$ cat src/rtl/wdog_pkg.sv
package wdog_pkg;
  typedef enum logic [2:0] {
    A_CTRL = 3'd0,
    A_SEL  = 3'd1,
    A_KICK = 3'd2,
    A_CNT  = 3'd3,
    A_STAT = 3'd4,
    A_EOI  = 3'd5
  } wd_addr_e;

  localparam logic [7:0] KICK_KEY = 8'h76;

  typedef struct packed {
    logic [2:0] plen;
    logic       irq_mode;
    logic       en;
  } wd_ctrl_t;
endpackage

$ cat src/rtl/wdog_regs.sv
module wdog_regs
  import wdog_pkg::*;
#(
  parameter int SEL_W = 4
) (
  input  logic             clk_i,
  input  logic             rst_ni,
  input  logic [2:0]       addr_i,
  input  logic             wr_en_i,
  input  logic             rd_en_i,
  input  logic [31:0]      wr_data_i,
  output wd_ctrl_t         ctrl_o,
  output logic [SEL_W-1:0] sel_o,
  output logic             kick_o,
  output logic             eoi_o
);
  wd_ctrl_t         ctrl_q;
  logic [SEL_W-1:0] sel_q;

  always_ff @(posedge clk_i or negedge rst_ni) begin
    if (!rst_ni) begin
      ctrl_q <= '0;
      sel_q  <= '0;
    end else if (wr_en_i) begin
      if (addr_i == A_CTRL) begin
        ctrl_q.en       <= ctrl_q.en | wr_data_i[0]; // sticky
        ctrl_q.irq_mode <= wr_data_i[1];
        ctrl_q.plen     <= wr_data_i[4:2];
      end
      if (addr_i == A_SEL) sel_q <= wr_data_i[SEL_W-1:0];
    end
  end

  assign ctrl_o = ctrl_q;
  assign sel_o  = sel_q;
  assign kick_o = wr_en_i && (addr_i == A_KICK) && (wr_data_i[7:0] == KICK_KEY);
  assign eoi_o  = rd_en_i && (addr_i == A_EOI);
endmodule

$ cat src/rtl/wdog_counter.sv
module wdog_counter #(
  parameter int BASE_EXP = 16,
  parameter int SEL_W    = 4,
  parameter int CNT_W    = BASE_EXP + (1 << SEL_W) - 1
) (
  input  logic             clk_i,
  input  logic             rst_ni,
  input  logic             en_i,
  input  logic [SEL_W-1:0] sel_i,
  input  logic             kick_i,
  output logic [CNT_W-1:0] cnt_o,
  output logic [CNT_W-1:0] reload_o,
  output logic             expire_o
);
  localparam logic [CNT_W:0]   ONE       = (CNT_W+1)'(1);
  localparam logic [CNT_W-1:0] RST_COUNT = CNT_W'((ONE << BASE_EXP) - ONE);

  logic [CNT_W:0]   pow2;
  logic [CNT_W-1:0] cnt_q;

  always_comb begin
    pow2     = ONE << (BASE_EXP + int'(sel_i));
    reload_o = pow2[CNT_W-1:0] - CNT_W'(1); // wraps to all ones at top select
  end

  assign expire_o = en_i && (cnt_q == '0) && !kick_i;

  always_ff @(posedge clk_i or negedge rst_ni) begin
    if (!rst_ni)                          cnt_q <= RST_COUNT;
    else if (!en_i || kick_i || expire_o) cnt_q <= reload_o;
    else                                  cnt_q <= cnt_q - CNT_W'(1);
  end

  assign cnt_o = cnt_q;
endmodule

$ cat src/rtl/wdog_resp.sv
module wdog_resp #(
  parameter int PLEN_W  = 3,
  parameter int PULSE_W = (1 << PLEN_W) + 1
) (
  input  logic              clk_i,
  input  logic              rst_ni,
  input  logic              expire_i,
  input  logic              irq_mode_i,
  input  logic [PLEN_W-1:0] plen_i,
  input  logic              eoi_i,
  output logic              flag_o,
  output logic              rst_o,
  output logic [PULSE_W-1:0] pulse_cnt_o
);
  logic               flag_q;
  logic               fire;
  logic [PULSE_W-1:0] pcnt_q;

  assign fire = expire_i && (!irq_mode_i || flag_q);

  always_ff @(posedge clk_i or negedge rst_ni) begin
    if (!rst_ni)                                 flag_q <= 1'b0;
    else if (expire_i && irq_mode_i && !flag_q)  flag_q <= 1'b1;
    else if (eoi_i)                              flag_q <= 1'b0;
  end

  always_ff @(posedge clk_i or negedge rst_ni) begin
    if (!rst_ni)             pcnt_q <= '0;
    else if (fire)           pcnt_q <= PULSE_W'(2) << plen_i;
    else if (pcnt_q != '0)   pcnt_q <= pcnt_q - PULSE_W'(1);
  end

  assign flag_o      = flag_q;
  assign rst_o       = (pcnt_q != '0);
  assign pulse_cnt_o = pcnt_q;
endmodule

$ cat src/rtl/wdog_keyed.sv
module wdog_keyed
  import wdog_pkg::*;
#(
  parameter int BASE_EXP = 16,
  parameter int SEL_W    = 4
) (
  input  logic        clk_i,
  input  logic        rst_ni,
  input  logic [2:0]  addr_i,
  input  logic        wr_en_i,
  input  logic        rd_en_i,
  input  logic [31:0] wr_data_i,
  output logic [31:0] rd_data_o,
  output logic        irq_o,
  output logic        sys_rst_o
);
  localparam int CNT_W   = BASE_EXP + (1 << SEL_W) - 1;
  localparam int PLEN_W  = 3;
  localparam int PULSE_W = (1 << PLEN_W) + 1;

  wd_ctrl_t           ctrl;
  logic [SEL_W-1:0]   sel;
  logic               kick, eoi, expire, flag;
  logic [CNT_W-1:0]   cnt, reload;
  logic [PULSE_W-1:0] pulse_cnt;

  wdog_regs #(.SEL_W(SEL_W)) u_regs (
    .clk_i, .rst_ni, .addr_i, .wr_en_i, .rd_en_i, .wr_data_i,
    .ctrl_o(ctrl), .sel_o(sel), .kick_o(kick), .eoi_o(eoi)
  );

  wdog_counter #(.BASE_EXP(BASE_EXP), .SEL_W(SEL_W), .CNT_W(CNT_W)) u_cnt (
    .clk_i, .rst_ni, .en_i(ctrl.en), .sel_i(sel), .kick_i(kick),
    .cnt_o(cnt), .reload_o(reload), .expire_o(expire)
  );

  wdog_resp #(.PLEN_W(PLEN_W), .PULSE_W(PULSE_W)) u_resp (
    .clk_i, .rst_ni, .expire_i(expire), .irq_mode_i(ctrl.irq_mode),
    .plen_i(ctrl.plen), .eoi_i(eoi), .flag_o(flag), .rst_o(sys_rst_o),
    .pulse_cnt_o(pulse_cnt)
  );

  always_comb begin
    rd_data_o = '0;
    case (addr_i)
      A_CTRL:  rd_data_o = 32'(ctrl);
      A_SEL:   rd_data_o = 32'(sel);
      A_CNT:   rd_data_o = 32'(cnt);
      A_STAT:  rd_data_o = 32'(flag);
      default: rd_data_o = '0;
    endcase
  end

  assign irq_o = flag;
endmodule

$ cat config.mk
export PLATFORM = sky130hd
export DESIGN_NAME = wdog_keyed
export DESIGN_NICKNAME = d
export VERILOG_FILES = /design/src/rtl/wdog_pkg.sv /design/src/rtl/wdog_regs.sv /design/src/rtl/wdog_counter.sv /design/src/rtl/wdog_resp.sv /design/src/rtl/wdog_keyed.sv
export SDC_FILE = /design/constraint.sdc
export NUM_CORES = 1
export LEC_CHECK = 0
export ABC_CLOCK_PERIOD_IN_PS = 5900
export CORE_UTILIZATION = 56
export DETAILED_ROUTE_END_ITERATION = 8
export GPL_TIMING_DRIVEN = 0
export PLACE_DENSITY = 0.9
export SLEW_MARGIN = 20
export SYNTH_ARGS = -nofsm -noshare
export SYNTH_HDL_FRONTEND = slang
export SYNTH_HIERARCHICAL = 1
export SYNTH_SLANG_ARGS = --single-unit
$ cat constraint.sdc
create_clock -name clk_i -period 5.9 [get_ports clk_i]
set_clock_uncertainty 0.15 [all_clocks]
set_input_delay 1.18 -clock clk_i [delete_from_list [all_inputs] [get_ports clk_i]]
set_output_delay 1.18 -clock clk_i [all_outputs]
set_load 0.01 [all_outputs]
Word-level counts from Yosys, hierarchy flattened:

Index checks and enable logic that the tools add are counted.

* register bits: 50
* bits in latches: 0
* RAM bits: 0
* ROM bits: 0
* input port bits: 39
* output and inout bits: 34
* memories: 0

* add/sub/neg operators: 4
* multiply operators: 0
* divide/modulo/power cells: 0
* order comparisons: 0
* equal/unequal tests: 6
* shift operators: 2
* multiplexer cells: 6
* bitwise operators: 1
* reductions and logical operators: 22

Operators with widths (number)
* one-hot mux 31 bit (4 select lines): 1
* subtractor 31 x 1 -> 31 bit, second input constant: 2
* left shift 1 x 32 -> 31 bit, first input constant: 1
* zero test 31 bit: 1
* two-way mux 31 bit: 1
* two-way mux 9 bit: 2
* nonzero test 9 bit: 1
* left shift 2 x 3 -> 9 bit, first input constant: 1
* subtractor 9 x 1 -> 9 bit, second input constant: 1
* equality test 8 x 7 -> 1 bit, second input constant: 1
* logical AND 1 bit: 8
* adder 5 x 4 -> 6 bit, first input constant: 1
* equality test 3 x 2 -> 1 bit, second input constant: 2
* equality test 3 bit, second input constant: 2
* zero test 1 bit: 4
* AND reduction 2 bit: 2
* nonzero test 2 bit: 2
* equality test 3 x 1 -> 1 bit, second input constant: 1
* zero test 3 bit: 1
* logical OR 1 bit: 3
* two-way mux 1 bit: 2
* bitwise OR 1 bit: 1

Depth between registers and ports, before layout:

* word-level depth: 8
* depth in mapped cells: 10
* depth with buffers taken out: 9

Modules after synthesis:

Netlist, hierarchy kept.

Modules (own cells, without submodules)
* wdog_counter: instances 1, cells an instance 215, area each 2014.4 sq um, sequential area each 795.8 sq um
* wdog_resp: instances 1, cells an instance 69, area each 623.1 sq um, sequential area each 250.2 sq um
* wdog_regs: instances 1, cells an instance 26, area each 410.4 sq um, sequential area each 225.2 sq um
* wdog_keyed: instances 1, cells an instance 54, area each 397.9 sq um, sequential area each 0.0 sq um

Worst setup path before layout:

OpenSTA, ideal clock, no wires.

* path type: input-to-output
* start point: input addr_i[1]
* end point: output rd_data_o[0]
* arrival: 1.779 ns
* slack: 2.791 ns
* stages: 4
* path buffers: 1
* path through: buf_2 and4bb_2 a21oi_1 o31ai_1

* cells in the longest elaborated chain, start to end: 2

RTL lines
* start: declaration: RTL line wdog_keyed.sv:9 `input logic [2:0] addr_i,`
* equality test 3 bit (tied with other cells): RTL line wdog_keyed.sv:45 `case (addr_i)`
* one-hot mux 31 bit (4 select lines) (*): RTL line wdog_keyed.sv:45
* end: declaration: RTL line wdog_keyed.sv:13 `output logic [31:0] rd_data_o,`

Every way passes the cells marked *; elsewhere a longest branch is shown, timed or not.

Worst setup path after layout:

* start point: input addr_i[2]
* end point: output rd_data_o[29]

Same word-level chain as after synthesis.

==> out/metrics.cfg <==
[sta]
setup_slack_ns=1.46
period_needed_ns=4.44
rsz0062_at_grt=false
fin_setup_tns_ns=0
finalHoldViolations=0
post-route-period-util_pct=75.2
slew_viol_final=0
max_freq_mhz=225
tightest_slew_ns=0.642
timing.slew.headroom_pct=56.9
setup_viol=0

[critical_path]
cp.depth=6
cp-end-kind=output port
cpLargestDelayFamily=buffers and inverters
worst_ep_required_time_ns=4.57
crit_end=rd_data_o[29]
crit_type=in2out
regToRegEndpoint=u_resp/pulse_cnt_o[7]$_DFFE_PN0P_
r2r-start=u_cnt/cnt_o[0]$_DFF_PN1_
path_buf_inv=4
crit_fanout=11
reg2regPathDepth=9
start_kind=primary input
cpPeakStageDelay_ns=0.64
crit_path_top_delay_cell=clkdlybuf4s50_1
worstSetupStartpoint=addr_i[2]
r2r_slack_ns=3.09
cp_common_cell=clkdlybuf4s50_1
crit_chain=clkdlybuf4s50_1 -> and3b_1 -> buf_6 -> buf_8 -> and2_1 -> clkdlybuf4s50_1
crit_arrival_ns=3.11

[outcome]
status=finished, final reports clean

[cells_and_area]
nets=439
diodes=0
drive_gt1_share_pct=19.8
multi_input_area_um2=1890
fillers=428
area_delta_synth_final_pct=19.9
design_area_um2=3960
regArea_um2=1270

[floorplanning]
die_w_um=78.8
die-area_um2=6210
start_util_pct=58.9
io_pins=73
num_rows=27
core_area_um2=5610
die_y_um=78.8

[cts]
postCtsHoldBufs=0
clock_path_buffers=2
cts_tree=done
cts_buffers=5
cts_resized=0
insertion_delay_ns=0.31
cts_root_buf=clkbuf_8
clkTransAtPathRegs_ns=0.09
post-cts-setup-buffers=0
h-tree-depth=2
cts_sinks=50

[synth]
netlist_area_um2=3300
synth_nets=384
yosysWarnings=6
synthCells=342
postSynthAreaPerCell_um2=9.66

[routing]
top_layer=met4
route.met2.wl_um=3750
drc=0
drt_iter0_drc=149
firstDrtPassIters=4
num_vias=2763
met1_length_um=3260
wire_per_inst_um=15.8
via_per_inst=5.88
ant_nets=0
route.met3.wl_um=268
drt-total-wl_um=7440

[place]
io_buffers=47
hpwl_um=5560
place_congestion=0.829
pre_cts_ws_ns=1.47
dpl-instance-area_um2=3880

[pwr]
power_leakage_uw=0.00157
ir_worst_vdd_mv=0.156
p_per_area_nw_per_um2=267

[min_path]
min_path_type=reg2reg

[global_route]
first_global_vias=2631
grt_max_degree=31
overflow=0
antenna_found_initial=0
grt_first_pass_wirelength_um=12100
grt_usage_pct=25.1

[job]
cap_viol_max_count=0

[worst min path at each step]
stage                              from                       end  slack (ns)  cells after the start
2_1_floorplan  u_cnt/cnt_o[0]$_DFF_PN1_  u_cnt/cnt_o[0]$_DFF_PN1_        0.29                      1
3_3_place_gp   u_cnt/cnt_o[0]$_DFF_PN1_  u_cnt/cnt_o[0]$_DFF_PN1_        0.30                      1
3_5_place_dp   u_cnt/cnt_o[0]$_DFF_PN1_  u_cnt/cnt_o[0]$_DFF_PN1_        0.32                      1
4_1_cts        u_cnt/cnt_o[0]$_DFF_PN1_  u_cnt/cnt_o[0]$_DFF_PN1_        0.34                      1
5_1_grt        u_cnt/cnt_o[0]$_DFF_PN1_  u_cnt/cnt_o[0]$_DFF_PN1_        0.34                      1
6_report       u_cnt/cnt_o[0]$_DFF_PN1_  u_cnt/cnt_o[0]$_DFF_PN1_        0.33                      1
[layout make-up]
cell class | instances | share of cell area, %
clock buffers | 6 | 1.83
clock inverters | 2 | 0.253
flip-flops and latches | 50 | 32.1
inverters | 10 | 0.948
multi-input cells | 266 | 47.8
repair buffers | 48 | 12.3
plain buffers | 16 | 2.59
well taps | 72 | 2.27
[power by group]
group / internal (uW) / total (uW) / switching, uW
Sequential: 425 / 516 / 91.4
Clock: 82.4 / 192 / 110
Combinational: 184 / 347 / 164
[state kept, by name (all words and copies together), names as in the netlist]
register	cells
u_resp/flag_o	1
u_cnt/cnt_o	31
u_regs/ctrl_o	5
u_regs/sel_o	4
u_resp/pulse_cnt_o	9
[cell usage in the layout (no fill, tap or decap), drive strengths merged, types with 4 or more instances in the layout]
cell type	n
clkbuf	12
buf	12
o21ai	11
dfrtp	34
xor2	15
mux2	16
nor2b	6
dfstp	16
a21oi	10
nand2b	9
inv	10
nand2	33
or4	7
a211oi	6
clkdlybuf4s50	46
or3	6
a31oi	4
nand3	10
mux2i	10
nor2	21
nor3	13
xnor2	13
nor4	14
and2	27
[routing by layer]
metal | global-route usage (%) | up-vias
li1 | - | 1314
met1 | 31.3 | 1360
met2 | 44.3 | 72
met4 | 10.4 | 0
met5 | 0 | -
met3 | 2.64 | 17
[stage by stage]
step	total power, uW	hold slack, ns	cells	util (%)
global placement	838	0.295	461	68.9
floorplan	738	0.286	342	-
detailed placement	858	0.315	462	69.2
CTS	1050	0.336	470	70.6
global route	1110	0.344	470	70.6
finish	1060	0.333	470	70.6
Power figures use the tool's default switching activity.
